### src/rtl/irqagg_pkg.sv
package irqagg_pkg;

  localparam int REG_W  = 32;
  localparam int ADDR_W = 4;

  typedef logic [REG_W-1:0] word_t;
  typedef word_t [REG_W-1:0] enMap_t;

  typedef enum logic [1:0] {
    RD_UMSK = 2'd0,
    RD_MSK  = 2'd1,
    RD_EN   = 2'd2,
    RD_NONE = 2'd3
  } rdSel_e;

  // Strobes from the bus decoder to the datapath.
  typedef struct packed {
    logic   stWr;   // write to either status offset
    logic   stSet;  // 1: set written ones, 0: clear them
    logic   enWr;   // write to enable register
    rdSel_e rdSel;  // register routed to read data
  } busStrobe_t;

  // Default mask table: 1..15 one-to-one, 16..23 share enables 16/17,
  // 24..31 ungated, bit 0 is the write selector and has no source.
  function automatic enMap_t defaultMap();
    enMap_t m;
    for (int i = 0; i < REG_W; i++) begin
      m[i] = '0;
      if (i >= 1 && i <= 15)       m[i][i] = 1'b1;
      else if (i >= 16 && i <= 23) m[i][17:16] = 2'b11;
    end
    return m;
  endfunction

endpackage

### src/rtl/irqagg_ctrl.sv
module irqagg_ctrl
  import irqagg_pkg::*;
#(
  parameter int AW = ADDR_W
) (
  input  logic          clk,
  input  logic          rstN,
  input  logic [AW-1:0] busAddr,
  input  logic          busWrEn,
  input  logic          selBit,
  output busStrobe_t    strobe
);

  localparam int WORD_AW = AW - 2;
  localparam logic [WORD_AW-1:0] OFF_UMSK = WORD_AW'(0);
  localparam logic [WORD_AW-1:0] OFF_MSK  = WORD_AW'(1);
  localparam logic [WORD_AW-1:0] OFF_EN   = WORD_AW'(2);

  logic [WORD_AW-1:0] wordAddr;
  logic hitUmsk, hitMsk, hitEn;

  assign wordAddr = busAddr[AW-1:2];
  assign hitUmsk  = (wordAddr == OFF_UMSK);
  assign hitMsk   = (wordAddr == OFF_MSK);
  assign hitEn    = (wordAddr == OFF_EN);

  always_comb begin
    strobe.stWr  = busWrEn && (hitUmsk || hitMsk);
    strobe.stSet = selBit;
    strobe.enWr  = busWrEn && hitEn;
    if (hitUmsk)     strobe.rdSel = RD_UMSK;
    else if (hitMsk) strobe.rdSel = RD_MSK;
    else if (hitEn)  strobe.rdSel = RD_EN;
    else             strobe.rdSel = RD_NONE;
  end

  // a write never targets status and enable at once
  p_one_target_r1: assert property (@(posedge clk) disable iff (!rstN)
    $onehot0({strobe.stWr, strobe.enWr}));

  // an enable write strobe only comes from the enable offset
  p_en_decode_r1: assert property (@(posedge clk) disable iff (!rstN)
    strobe.enWr |-> (busWrEn && strobe.rdSel == RD_EN));

endmodule

### src/rtl/irqagg_datapath.sv
module irqagg_datapath
  import irqagg_pkg::*;
#(
  parameter int     W      = REG_W,
  parameter enMap_t EN_MAP = defaultMap()
) (
  input  logic       clk,
  input  logic       rstN,
  input  busStrobe_t strobe,
  input  logic [W-1:0] wdata,
  input  logic [W-1:0] srcIn,
  output logic [W-1:0] rdata,
  output logic       irqOut
);

  localparam logic [W-1:0] SEL_MASK = W'(1);

  logic [W-1:0] srcPrev, statusQ, enableQ, rdataQ;
  logic [W-1:0] srcEdge, swSet, swClr, statusD, gateVec, maskedView;
  logic         irqQ;

  assign srcEdge = srcIn & ~srcPrev & ~SEL_MASK;
  assign swSet   = (strobe.stWr &&  strobe.stSet) ? (wdata & ~SEL_MASK) : '0;
  assign swClr   = (strobe.stWr && !strobe.stSet) ? (wdata & ~SEL_MASK) : '0;
  // Source edges are applied after the clear, so they win a same-cycle race.
  assign statusD = ((statusQ & ~swClr) | swSet | srcEdge) & ~SEL_MASK;

  for (genvar g = 0; g < W; g++) begin : g_gate
    if (EN_MAP[g] == '0) begin : g_free
      assign gateVec[g] = 1'b1;
    end else begin : g_mapped
      assign gateVec[g] = |(EN_MAP[g] & enableQ);
    end
  end

  assign maskedView = statusQ & gateVec;

  always_ff @(posedge clk) begin
    if (!rstN) begin
      srcPrev <= '0;
      statusQ <= '0;
      enableQ <= '0;
      rdataQ  <= '0;
      irqQ    <= 1'b0;
    end else begin
      srcPrev <= srcIn;
      statusQ <= statusD;
      if (strobe.enWr) enableQ <= wdata;
      irqQ <= |maskedView;
      case (strobe.rdSel)
        RD_UMSK: rdataQ <= statusQ;
        RD_MSK:  rdataQ <= maskedView;
        RD_EN:   rdataQ <= enableQ;
        default: rdataQ <= '0;
      endcase
    end
  end

  assign rdata  = rdataQ;
  assign irqOut = irqQ;

  // an enable write is stored as written
  p_en_store_r2: assert property (@(posedge clk) disable iff (!rstN)
    strobe.enWr |=> (enableQ == $past(wdata)));

  // a clear with no competing edge leaves the cleared bits low
  p_clear_r3: assert property (@(posedge clk) disable iff (!rstN)
    (strobe.stWr && !strobe.stSet && ((wdata & srcIn & ~srcPrev) == '0))
      |=> ((statusQ & $past(wdata) & ~SEL_MASK) == '0));

  // a status read never shows the selector bit
  p_sel_zero_r4: assert property (@(posedge clk) disable iff (!rstN)
    (strobe.rdSel == RD_UMSK || strobe.rdSel == RD_MSK) |=> !rdata[0]);

  for (genvar s = 1; s < W; s++) begin : g_chk
    // a rising source edge always latches, even against a clear
    p_edge_latch_r6: assert property (@(posedge clk) disable iff (!rstN)
      (srcIn[s] && !srcPrev[s]) |=> statusQ[s]);
  end

  // an empty masked view drops the interrupt on the next edge
  p_irq_low_r9: assert property (@(posedge clk) disable iff (!rstN)
    (maskedView == '0) |=> !irqOut);

  // a pending masked bit raises the interrupt on the next edge
  p_irq_high_r9: assert property (@(posedge clk) disable iff (!rstN)
    (maskedView != '0) |=> irqOut);

  // reset leaves every register at zero
  p_reset_r10: assert property (@(posedge clk)
    !rstN |=> (statusQ == '0 && enableQ == '0 && !irqOut && rdata == '0));

endmodule

### src/rtl/irq_status_agg.sv
module irq_status_agg
  import irqagg_pkg::*;
(
  input  logic              clk,
  input  logic              rstN,
  input  logic [ADDR_W-1:0] busAddr,
  input  logic              busWrEn,
  input  logic [REG_W-1:0]  busWdata,
  output logic [REG_W-1:0]  busRdata,
  input  logic [REG_W-1:0]  srcIn,
  output logic              irqOut
);

  busStrobe_t strobe;

  irqagg_ctrl #(.AW(ADDR_W)) u_ctrl (
    .clk     (clk),
    .rstN    (rstN),
    .busAddr (busAddr),
    .busWrEn (busWrEn),
    .selBit  (busWdata[0]),
    .strobe  (strobe)
  );

  irqagg_datapath #(.W(REG_W), .EN_MAP(defaultMap())) u_dp (
    .clk    (clk),
    .rstN   (rstN),
    .strobe (strobe),
    .wdata  (busWdata),
    .srcIn  (srcIn),
    .rdata  (busRdata),
    .irqOut (irqOut)
  );

endmodule

### config.mk
export PLATFORM = sky130hd
export DESIGN_NAME = irq_status_agg
export DESIGN_NICKNAME = d
export VERILOG_FILES = /design/src/rtl/irqagg_pkg.sv /design/src/rtl/irqagg_ctrl.sv /design/src/rtl/irqagg_datapath.sv /design/src/rtl/irq_status_agg.sv
export SDC_FILE = /design/constraint.sdc
export NUM_CORES = 1
export LEC_CHECK = 0
export ABC_AREA = 1
export BUFFER_PORTS_ARGS = -buffer_cell sky130_fd_sc_hd__buf_2
export CAP_MARGIN = 25
export CELL_PAD_IN_SITES_DETAIL_PLACEMENT = 0
export CELL_PAD_IN_SITES_GLOBAL_PLACEMENT = 2
export CORE_UTILIZATION = 33
export DETAILED_ROUTE_END_ITERATION = 16
export GPL_TIMING_DRIVEN = 1
export PLACE_DENSITY = 0.83
export SLEW_MARGIN = 0
export SYNTH_ARGS = -nofsm -noshare
export SYNTH_HDL_FRONTEND = slang
export SYNTH_HIERARCHICAL = 1
export SYNTH_SLANG_ARGS = --single-unit
### constraint.sdc
create_clock -name clk -period 1.6 [get_ports clk]
set_input_delay 0.08 -clock clk [delete_from_list [all_inputs] [get_ports clk]]
set_output_delay 0.08 -clock clk [all_outputs]
set_load 0.05 [all_outputs]
==> metrics.md, run 1 <==
| Metric | Value |
|---|---|
| EDFF count, synth | `0` |
| Dpl cells | `906` |
| Cell count after synthesis | `646` |
| Post-route ant nets | `0` |
| Comb power frac | `10.1%` |
| CP cell instances | `buf_2` |
| Commonest cells after routing, fill and taps aside | `nand2_1, dfxtp_1, buf_2` |
| Cell Area, Synth | `4890 µm²` |
| Sw Pwr | `2.05 mW` |
| IO Port Bufs | `100` |
| Fin nets | `874` |
| Crit start category | `flip-flop` |
| Antenna violations before repair | `0` |
| Synth cell types | `23` |
| Hold_sp | `busWdata[0]` |
| End of the worst hold path | `u_dp/enableQ[0]` |
| DP Wirelength | `8610 µm` |
| Clk sink count | `127` |
| R2r setup slk | `500 ps` |
| Top_reg_cell synth | `dfxtp_1` |
| Die H | `124 µm` |
| Reg-to-Reg End | `u_dp/irqOut` |
| Slowest stage delay, CP | `350 ps` |
| Row count | `44` |
| Type of the worst setup path | `flip-flop to output pin` |
| Die area | `15300 µm²` |
| Final setup fails | `0` |
| Synth Register Bits | `127` |
| Routed len/inst | `13.6 µm` |
| Final max-slew violation count | `0` |
| Clk_lat worst skew | `420 ps` |
| Max IR drop VDD | `677 µV` |
| Least-Margin Pin Slew | `539 ps` |
| CTS root buf | `clkbuf_16` |
| CP endpoint kind | `output pin` |
| Met1 usage | `23.5%` |
| Worst-case reg-to-reg path depth | `6` |
| Vias per inst | `4.53` |
| Total track usage | `18.8%` |
| Critical Path RT | `1520 ps` |
| Die width | `124 µm` |
| Setup Skew | `6.95 ps` |
| Post-synthesis async set-or-reset flop share | `0%` |
| PwrDens | `1310 nW/µm²` |
| Seq/Total Area, Yosys | `52.0%` |
| Max Clk Rate | `896 MHz` |
| P_int | `6.87 mW` |
| Worst-path clk slew | `50 ps` |
| Share of layout cells above drive strength 1 | `19.0%` |
| Post-Route WL | `13600 µm` |
| Largest net degree at the start of global routing | `55` |
| RSZ-0062 raised after global routing | `false` |
| Mean post-synth cell area | `7.56 µm²` |
| Vias in the first global route | `4303` |
| IO Pins | `104` |
| Net count of the mapped netlist | `717` |
| Routing usage on met3 | `4.44%` |
| Hold Crit Class | `input pin to flip-flop` |
| Min cycle time layout | `1120 ps` |
| CTS Buf Count | `17` |
| Maxcap violations | `0` |
| Hold Vio Cnt, Final | `0` |
| GRT Residual Overflow | `0` |
| Delay-heaviest family, CP | `flip-flops` |
| Headroom to the max-slew limit | `64.0%` |
| Drt drc | `0` |
| First-pass GRT wire length | `21400 µm` |
| Post-layout util | `47.1%` |
| Iteration-0 DRC count of the detailed router | `290` |
| CTS tree | `built` |
| Vias | `4531` |
| Post-Layout Cell Count | `1000` |
| Arr. time, crit path | `1040 ps` |
| Final TNS setup | `0 ps` |
| Critical R2R Launch | `u_dp/statusQ[25]` |
| Sw frac | `23.0%` |
| DP Worst Slack | `171 ps` |
| Clock tree buffer depth | `2` |
| Part of the cycle the worst path needs | `69.8%` |
| Core footprint | `14500 µm²` |
| Layer with the highest usage | `met2` |
| Area growth, synth to finish | `39.6%` |
| Sequential power share | `38.6%` |
| H-tree levels | `4` |
| Most common cell after layout, fill and taps aside | `nand2_1` |
| Min setup slack post-route | `483 ps` |
| Status | `finished clean` |
| TritonRoute pass-1 iters | `5` |
| # diodes | `0` |
| Initial Util | `33.7%` |
| Post-CTS sizing | `0` |
| CP max FO | `1` |
| P_leak | `3.28 nW` |
| Crit-path slowest cell | `dfxtp_1` |
| Yosys warns | `6` |
| Clock Power Share | `51.3%` |
| Hold Path Stages | `3` |
| Placer Congestion | `0.796` |
| Buf+Inv Stages, Crit Path | `1` |
| Grt met2 use | `31.4%` |
==> layout make-up <==
| type | instances | area [µm²] |
|---|---|---|
| clock buffers | 19 | 453 |
| clock inverters | 13 | 259 |
| fillers | 1464 | 7660 |
| inverters | 97 | 373 |
| multi-input cells | 387 | 1750 |
| flip-flops and latches | 127 | 2540 |
| well taps | 184 | 230 |
| repair buffers | 173 | 1220 |
==> logic make-up (layout without fill, tap and decap cells) <==
family,Yosys count,in the layout,share of synthesized area [%]
and+or+nand+nor,244,244,19.9
DFF,127,127,52.0
buffers and inverters,132,302,12.4
AOI/OAI and AO/OA,143,143,15.7
==> power groups by stage <==
stage | registers [mW] | logic [mW] | clock network, mW
2_1_floorplan | 3.60 | 0.414 | 0
5_1_grt | 3.46 | 1.01 | 4.81
6_report | 3.44 | 0.899 | 4.58
3_5_place_dp | 3.51 | 0.785 | 0
4_1_cts | 3.44 | 0.904 | 4.67
3_3_place_gp | 3.50 | 0.773 | 0
==> per-layer routing <==
metal | up-vias | share of wire, %
li1 | 2357 | -
met1 | 2047 | 47
met2 | 109 | 47
met3 | 18 | 4.4
met4 | 0 | 1.4
met5 | - | 0
==> Yosys cell counts, types with 3 or more instances <==
cell type  number  area share (%)
nand2_1       160              12
dfxtp_1       127              52
inv_1          90             6.9
a21oi_1        55             5.6
o21ai_0        52             5.3
nor2_1         48             3.7
a31oi_1        32             4.1
nand3_1        16             1.6
nor3_1         15             1.5
buf_2          13             1.3
buf_4          10             1.5
buf_6           6             1.4
clkbuf_1        4            0.31
inv_4           3            0.38
nand2_2         3            0.38
o21ai_1         3            0.31
==> through the flow <==
step	instance area, µm²	hold WS [ps]	power (mW)
global route	6820	70.3	9.28
floorplan	4890	173	4.02
CTS	6820	52.6	9.02
finish	6820	60.2	8.92
detailed placement	5490	276	4.29
global placement	5490	272	4.28
==> timing repair <==
| action | in CTS | in global routing |
|---|---|---|
| hold buffers | 62 | 0 |
| setup buffers | 0 | 0 |
| endpoints found under the hold margin | 93 | 0 |
==> worst max path at each step <==
| stage | slack [ps] | end | start | cells after the start |
|---|---|---|---|---|
| after floorplan | 710 | u_dp/statusQ[10] | busWrEn | 7 |
| after global placement | 190 | u_dp/statusQ[31] | busAddr[3] | 5 |
| after detailed placement | 170 | u_dp/statusQ[15] | busAddr[3] | 5 |
| after CTS | 470 | busRdata[15] | u_dp/rdata[15] | 1 |
| after global routing | 420 | u_dp/irqOut | u_dp/statusQ[25] | 6 |
| final | 480 | busRdata[0] | u_dp/rdata[0] | 1 |
==> flip-flops by register name (all words and copies together) (netlist names) <==
name          flops
u_dp/statusQ     31
u_dp/rdata       32
u_dp/srcPrev     31
u_dp/irqOut       1
u_dp/enableQ     32
==> tightest hold or removal path: stages <==
cell and delay [ps]:
buf_2 150, o21ai_0 100, a21oi_1 110
Note: power is estimated with default switching activity, not from simulation.
==> inputs of run 2 (changes only) <==
CORE_UTILIZATION = 27   (was 33)
PLACE_DENSITY = 0.72   (was 0.83)
clock period = 1 ns   (was 1.6 ns; I/O delays follow)
==> metrics.md, run 2 (synthesis gave the netlist of run 1 again) <==
| Metric | Value |
|---|---|
| Status | `finished clean (unchanged)` |
| CTS tree | `built (unchanged)` |
| Area growth, synth to finish | `46.2% (was 39.6%)` |
| Final setup fails | `0 (unchanged)` |
| PwrDens | `1790 nW/µm² (was 1310 nW/µm²)` |
| DP Wirelength | `10100 µm (was 8610 µm)` |
| Core footprint | `17500 µm² (was 14500 µm²)` |
| # diodes | `0 (unchanged)` |
| IO Pins | `104 (unchanged)` |
| Least-Margin Pin Slew | `287 ps (was 539 ps)` |
| Vias in the first global route | `4650 (was 4303)` |
| R2r setup slk | `20 ps (was 500 ps)` |
| Hold Vio Cnt, Final | `0 (unchanged)` |
| Vias per inst | `4.37 (was 4.53)` |
| Total track usage | `16.6% (was 18.8%)` |
| Critical Path RT | `1300 ps (was 1520 ps)` |
| Postcts setup bufs | `0 (unchanged)` |
| Arr. time, crit path | `1270 ps (was 1040 ps)` |
| Clk sink count | `127 (unchanged)` |
| End of the worst hold path | `u_dp/rdata[22] (was u_dp/enableQ[0])` |
| Reg-to-Reg End | `u_dp/irqOut (unchanged)` |
| Die H | `137 µm (was 124 µm)` |
| IO Port Bufs | `100 (unchanged)` |
| Final max-slew violation count | `0 (unchanged)` |
| Drt drc | `0 (unchanged)` |
| Buf+Inv Stages, Crit Path | `0 (was 1)` |
| Min cycle time layout | `977 ps` |
| Vias | `4685 (was 4531)` |
| Max Clk Rate | `1020 MHz` |
| Headroom to the max-slew limit | `80.7% (was 64.0%)` |
| P_leak | `3.40 nW (was 3.28 nW)` |
| Share of layout cells above drive strength 1 | `22.3% (was 19.0%)` |
| Placer Congestion | `0.780 (was 0.796)` |
| First-pass GRT wire length | `23200 µm (was 21400 µm)` |
| Initial Util | `28.0% (was 33.7%)` |
| Hold Crit Class | `input pin to flip-flop (unchanged)` |
| CP max FO | `3 (was 1)` |
| Max IR drop VDD | `1190 µV (was 677 µV)` |
| Hold Path Stages | `3 (unchanged)` |
| Crit start category | `flip-flop (unchanged)` |
| Clock tree buffer depth | `2 (unchanged)` |
| CP cell instances | `nand2_1, nand2_1, nor2_1, nand2_1, nor2_2, a21oi_1 (was buf_2)` |
| PnR Total Power | `12.8 mW (was 8.92 mW)` |
| Worst-path clk slew | `50 ps (about the same)` |
| Most used cell, CP | `nand2_1` |
| Final Cell Area | `7140 µm² (was 6820 µm²)` |
| Antenna violations before repair | `0 (unchanged)` |
| Delay-heaviest family, CP | `simple AND/OR/NAND/NOR gates (was flip-flops)` |
| Commonest cells after routing, fill and taps aside | `nand2_1, dfxtp_1, inv_1 (was nand2_1, dfxtp_1, buf_2)` |
| CP endpoint kind | `flip-flop (was output pin)` |
| CTS Buf Count | `17 (unchanged)` |
| Part of the cycle the worst path needs | `97.7%` |
| Largest net degree at the start of global routing | `29 (was 55)` |
| TritonRoute pass-1 iters | `5 (unchanged)` |
| CTS root buf | `clkbuf_16 (unchanged)` |
| Maxcap violations | `0 (unchanged)` |
| Die area | `18600 µm² (was 15300 µm²)` |
| Iteration-0 DRC count of the detailed router | `208 (was 290)` |
| RSZ-0062 raised after global routing | `true (was false)` |
| Setup Skew | `11.9 ps (was 6.95 ps)` |
| Post-route ant nets | `0 (unchanged)` |
| Clk_lat worst skew | `420 ps (about the same)` |
| Fin nets | `906 (was 874)` |
| Row count | `48 (was 44)` |
| H-tree levels | `4 (unchanged)` |
| Worst-case reg-to-reg path depth | `6 (unchanged)` |
| GRT Residual Overflow | `0 (unchanged)` |
| Routed len/inst | `13.5 µm (was 13.6 µm)` |
| Die width | `137 µm (was 124 µm)` |
| Final TNS setup | `0 ps (unchanged)` |
| Post-Route WL | `14500 µm (was 13600 µm)` |
| Hold_sp | `busAddr[2] (was busWdata[0])` |
| Critical R2R Launch | `u_dp/statusQ[6] (was u_dp/statusQ[25])` |
| Most common cell after layout, fill and taps aside | `nand2_1 (unchanged)` |
| Dpl cell area | `5810 µm² (was 5490 µm²)` |
| Type of the worst setup path | `flip-flop to flip-flop (was flip-flop to output pin)` |
| Slowest stage delay, CP | `330 ps (was 350 ps)` |
| Crit-path slowest cell | `dfxtp_1 (unchanged)` |
-- run 2: metal layers --
| layer | track usage, % | vias up | wire (µm) |
|---|---|---|---|
| li1 | - | 2424 | - |
| met2 | 27.9 | 115 | 6980 |
| met1 | 20.2 | 2129 | 6640 |
| met3 | 3.63 | 17 | 657 |
| met5 | 0 | - | 0 |
| met4 | 7.96 | 0 | 256 |
-- run 2: what timing repair did --
item                                   4_1_cts  5_1_grt
hold buffers                                63        0
setup endpoints to repair                   33       24
pin swaps                                    0        1
resized for setup                           43       21
endpoints found under the hold margin       94        0
-- run 2: worst max path at each step --
stage,startpoint,endpoint,cells past startpoint
CTS,u_dp/rdata[23],busRdata[23],1
global placement,busAddr[3],u_dp/rdata[7],6
finish,u_dp/statusQ[6],u_dp/irqOut,6
floorplan,u_dp/enableQ[16],u_dp/irqOut,6
detailed placement,busAddr[3],u_dp/rdata[7],6
global route,u_dp/enableQ[16],u_dp/rdata[16],4
-- run 2: final cells by class --
type | count | area, µm²
Fill cell | 1813 | 10300
Clock inverter | 7 | 62.6
Clock buffer | 25 | 465
Tap cell | 225 | 282
Timing Repair Buffer | 205 | 1660
Multi-Input combinational cell | 387 | 1750
Inverter | 97 | 373
Sequential cell | 127 | 2550
-- run 2: power by group --
| part | leakage, nW | switching [mW] | internal [mW] |
|---|---|---|---|
| clock | 0.259 | 2.16 | 3.46 |
| sequential | 1.05 | 0.154 | 5.36 |
| combinational | 2.09 | 0.911 | 0.727 |
-- run 2: tightest hold or removal path: stages --
cell and delay (ps):
buf_2 150, nand4_1 90, a31oi_1 90
-- run 2: through the flow --
| step | util, % | setup slack (ps) | cells | hold slack (ps) |
|---|---|---|---|---|
| after global routing | 40.9 | -72.9 | 1073 | 15.1 |
| after floorplan | - | 139 | 646 | 143 |
| final | 40.9 | 23.2 | 1073 | 21.7 |
| after detailed placement | 33.2 | -118 | 978 | 247 |
| after CTS | 40.5 | 0.132 | 1073 | 12.5 |
| after global placement | 33.2 | -79.7 | 978 | 242 |
==> inputs of run 3 (changes only) <==
CELL_PAD_IN_SITES_GLOBAL_PLACEMENT = 1   (was 2)
CORE_UTILIZATION = 35   (was 27)
PLACE_DENSITY = 0.73   (was 0.72)
==> metrics.md, run 3 (synthesis gave the netlist of run 1 again) <==
| Metric | Value |
|---|---|
| Status | `finished clean (unchanged)` |
| Multi-input gate area | `1770 µm² (was 1750 µm²)` |
| Setup Skew | `14.6 ps (was 11.9 ps)` |
| Vias | `4723 (was 4685)` |
| CP Depth | `1 (was 6)` |
| Initial Util | `36.3% (was 28.0%)` |
| Max IR drop VDD | `927 µV (was 1190 µV)` |
| Final setup fails | `0 (unchanged)` |
| Placer Congestion | `0.806 (was 0.780)` |
| Crit start category | `flip-flop (unchanged)` |
| Die width | `120 µm (was 137 µm)` |
| Drt drc | `0 (unchanged)` |
| R2r setup slk | `30 ps (was 20 ps)` |
| Critical Path End | `busRdata[15] (was u_dp/irqOut)` |
| P_leak | `3.43 nW (was 3.40 nW)` |
| Post-route ant nets | `0 (unchanged)` |
| Reg-to-Reg End | `u_dp/irqOut (unchanged)` |
| Delay-heaviest family, CP | `flip-flops (was simple AND/OR/NAND/NOR gates)` |
| Most common cell after layout, fill and taps aside | `nand2_1 (unchanged)` |
| IO Pins | `104 (unchanged)` |
| Worst-path clk slew | `60 ps (was 50 ps)` |
| H-tree levels | `4 (unchanged)` |
| Final max-slew violation count | `0 (unchanged)` |
| Hold Crit Class | `input pin to flip-flop (unchanged)` |
| Hold Vio Cnt, Final | `0 (unchanged)` |
| Area growth, synth to finish | `47.6% (was 46.2%)` |
| Slowest stage delay, CP | `340 ps (was 330 ps)` |
| Postcts setup bufs | `0 (unchanged)` |
| Iteration-0 DRC count of the detailed router | `253 (was 208)` |
| Least-Margin Pin Slew | `294 ps (was 287 ps)` |
| GRT Residual Overflow | `0 (unchanged)` |
| Post-Route WL | `13700 µm (was 14500 µm)` |
| Die H | `120 µm (was 137 µm)` |
| Maxcap violations | `0 (unchanged)` |
| Vias per inst | `4.60 (was 4.37)` |
| IO Port Bufs | `100 (unchanged)` |
| Vias in the first global route | `4645 (was 4650)` |
| CTS Buf Count | `17 (unchanged)` |
| # diodes | `0 (unchanged)` |
| Crit-path slowest cell | `dfxtp_2 (was dfxtp_1)` |
| Die area | `14400 µm² (was 18600 µm²)` |
| Clk sink count | `127 (unchanged)` |
| Headroom to the max-slew limit | `80.3% (was 80.7%)` |
| Part of the cycle the worst path needs | `97.9% (was 97.7%)` |
| Max Clk Rate | `1020 MHz (about the same)` |
| RSZ-0062 raised after global routing | `true (unchanged)` |
| Total track usage | `19.9% (was 16.6%)` |
| Core footprint | `13500 µm² (was 17500 µm²)` |
| Worst-case reg-to-reg path depth | `6 (unchanged)` |
| CTS root buf | `clkbuf_16 (unchanged)` |
| PwrDens | `1790 nW/µm² (about the same)` |
| Min setup slack post-route | `21.2 ps (was 23.2 ps)` |
| Critical R2R Launch | `u_dp/statusQ[29] (was u_dp/statusQ[6])` |
| Arr. time, crit path | `930 ps (was 1270 ps)` |
| Fin nets | `908 (was 906)` |
| Min cycle time layout | `979 ps (was 977 ps)` |
| PnR Total Power | `12.9 mW (was 12.8 mW)` |
| Share of layout cells above drive strength 1 | `24.4% (was 22.3%)` |
| Commonest cells after routing, fill and taps aside | `nand2_1, dfxtp_1, inv_1 (unchanged)` |
| Buf+Inv Stages, Crit Path | `1 (was 0)` |
| CP cell instances | `buf_6 (was nand2_1, nand2_1, nor2_1, nand2_1, nor2_2, a21oi_1)` |
| Clk_lat worst skew | `430 ps (was 420 ps)` |
| Routed len/inst | `13.3 µm (was 13.5 µm)` |
| Largest net degree at the start of global routing | `34 (was 29)` |
| Clock tree buffer depth | `2 (unchanged)` |
| CTS tree | `built (unchanged)` |
| Crit path from | `u_dp/rdata[15] (was u_dp/statusQ[6])` |
| First-pass GRT wire length | `21900 µm (was 23200 µm)` |
| DP Wirelength | `9090 µm (was 10100 µm)` |
| CP endpoint kind | `output pin (was flip-flop)` |
| Row count | `42 (was 48)` |
| Antenna violations before repair | `0 (unchanged)` |
| TritonRoute pass-1 iters | `5 (unchanged)` |
| Reg area | `2560 µm² (was 2550 µm²)` |
| Critical Path RT | `950 ps (was 1300 ps)` |
| CP max FO | `1 (was 3)` |
| Number of fill cells | `1300 (was 1813)` |
| DP Worst Slack | `-119 ps (was -118 ps)` |
| Type of the worst setup path | `flip-flop to output pin (was flip-flop to flip-flop)` |
run 3: worst min-delay path by stage:
stage | from | cells after the start | endpoint | slack, ps
floorplan | srcIn[10] | 2 | u_dp/srcPrev[10] | 140
global placement | srcIn[9] | 3 | u_dp/srcPrev[9] | 240
detailed placement | srcIn[26] | 3 | u_dp/srcPrev[26] | 250
CTS | rstN | 3 | u_dp/enableQ[6] | 20
global route | rstN | 3 | u_dp/enableQ[6] | 30
finish | busAddr[2] | 3 | u_dp/rdata[22] | 40
run 3: area by class of cell:
class / count / share of cell area [%]
Clock inverter: 13 / 1.65
Timing Repair Buffer: 207 / 24.1
Clock buffer: 19 / 6.00
Tap cell: 176 / 3.05
Inverter: 97 / 5.17
Multi-Input combinational cell: 387 / 24.5
Sequential cell: 127 / 35.5
run 3: power breakdown:
| part | leakage, nW | internal (mW) | switching (mW) |
|---|---|---|---|
| Sequential | 1.05 | 5.37 | 0.155 |
| Combinational | 2.12 | 0.761 | 0.913 |
| Clock | 0.259 | 3.40 | 2.31 |
| Total | 3.43 | 9.53 | 3.38 |
run 3: timing repair:
action | 4_1_cts | 5_1_grt
endpoints found under the hold margin | 94 | 0
gates resized for setup | 46 | 35
cloned | 0 | 0
pin swaps | 2 | 8
setup endpoints to repair | 37 | 24
hold buffers | 63 | 0
run 3: layer usage:
layer | up-vias | GRT usage, % | share of wire [%] | wire, µm
met3 | 16 | 5.32 | 4.5 | 611
met5 | - | 0 | 0 | 0
li1 | 2428 | - | - | -
met4 | 0 | 8.67 | 1.1 | 149
met2 | 127 | 33.7 | 49 | 6760
met1 | 2152 | 23.4 | 45 | 6180
run 3: metrics by stage:
stage,util [%],hold WS (ps),area (µm²),instances,setup TNS (ps)
after floorplan,-,143,4890,646,0
after global placement,43.2,243,5810,931,-1070
after detailed placement,43.2,248,5810,931,-2400
after CTS,52.9,23.4,7110,1026,0
after global routing,53.6,34.7,7210,1026,-82.3
final,53.6,40.1,7210,1026,0
run 3: worst reg2reg max path: cells and delay by family (launching register included):
| family | cells | cell delay, ps |
|---|---|---|
| AO/OA/AOI/OAI | 1 | 70 |
| flip-flops | 1 | 320 |
| AND/OR/NAND/NOR | 5 | 450 |
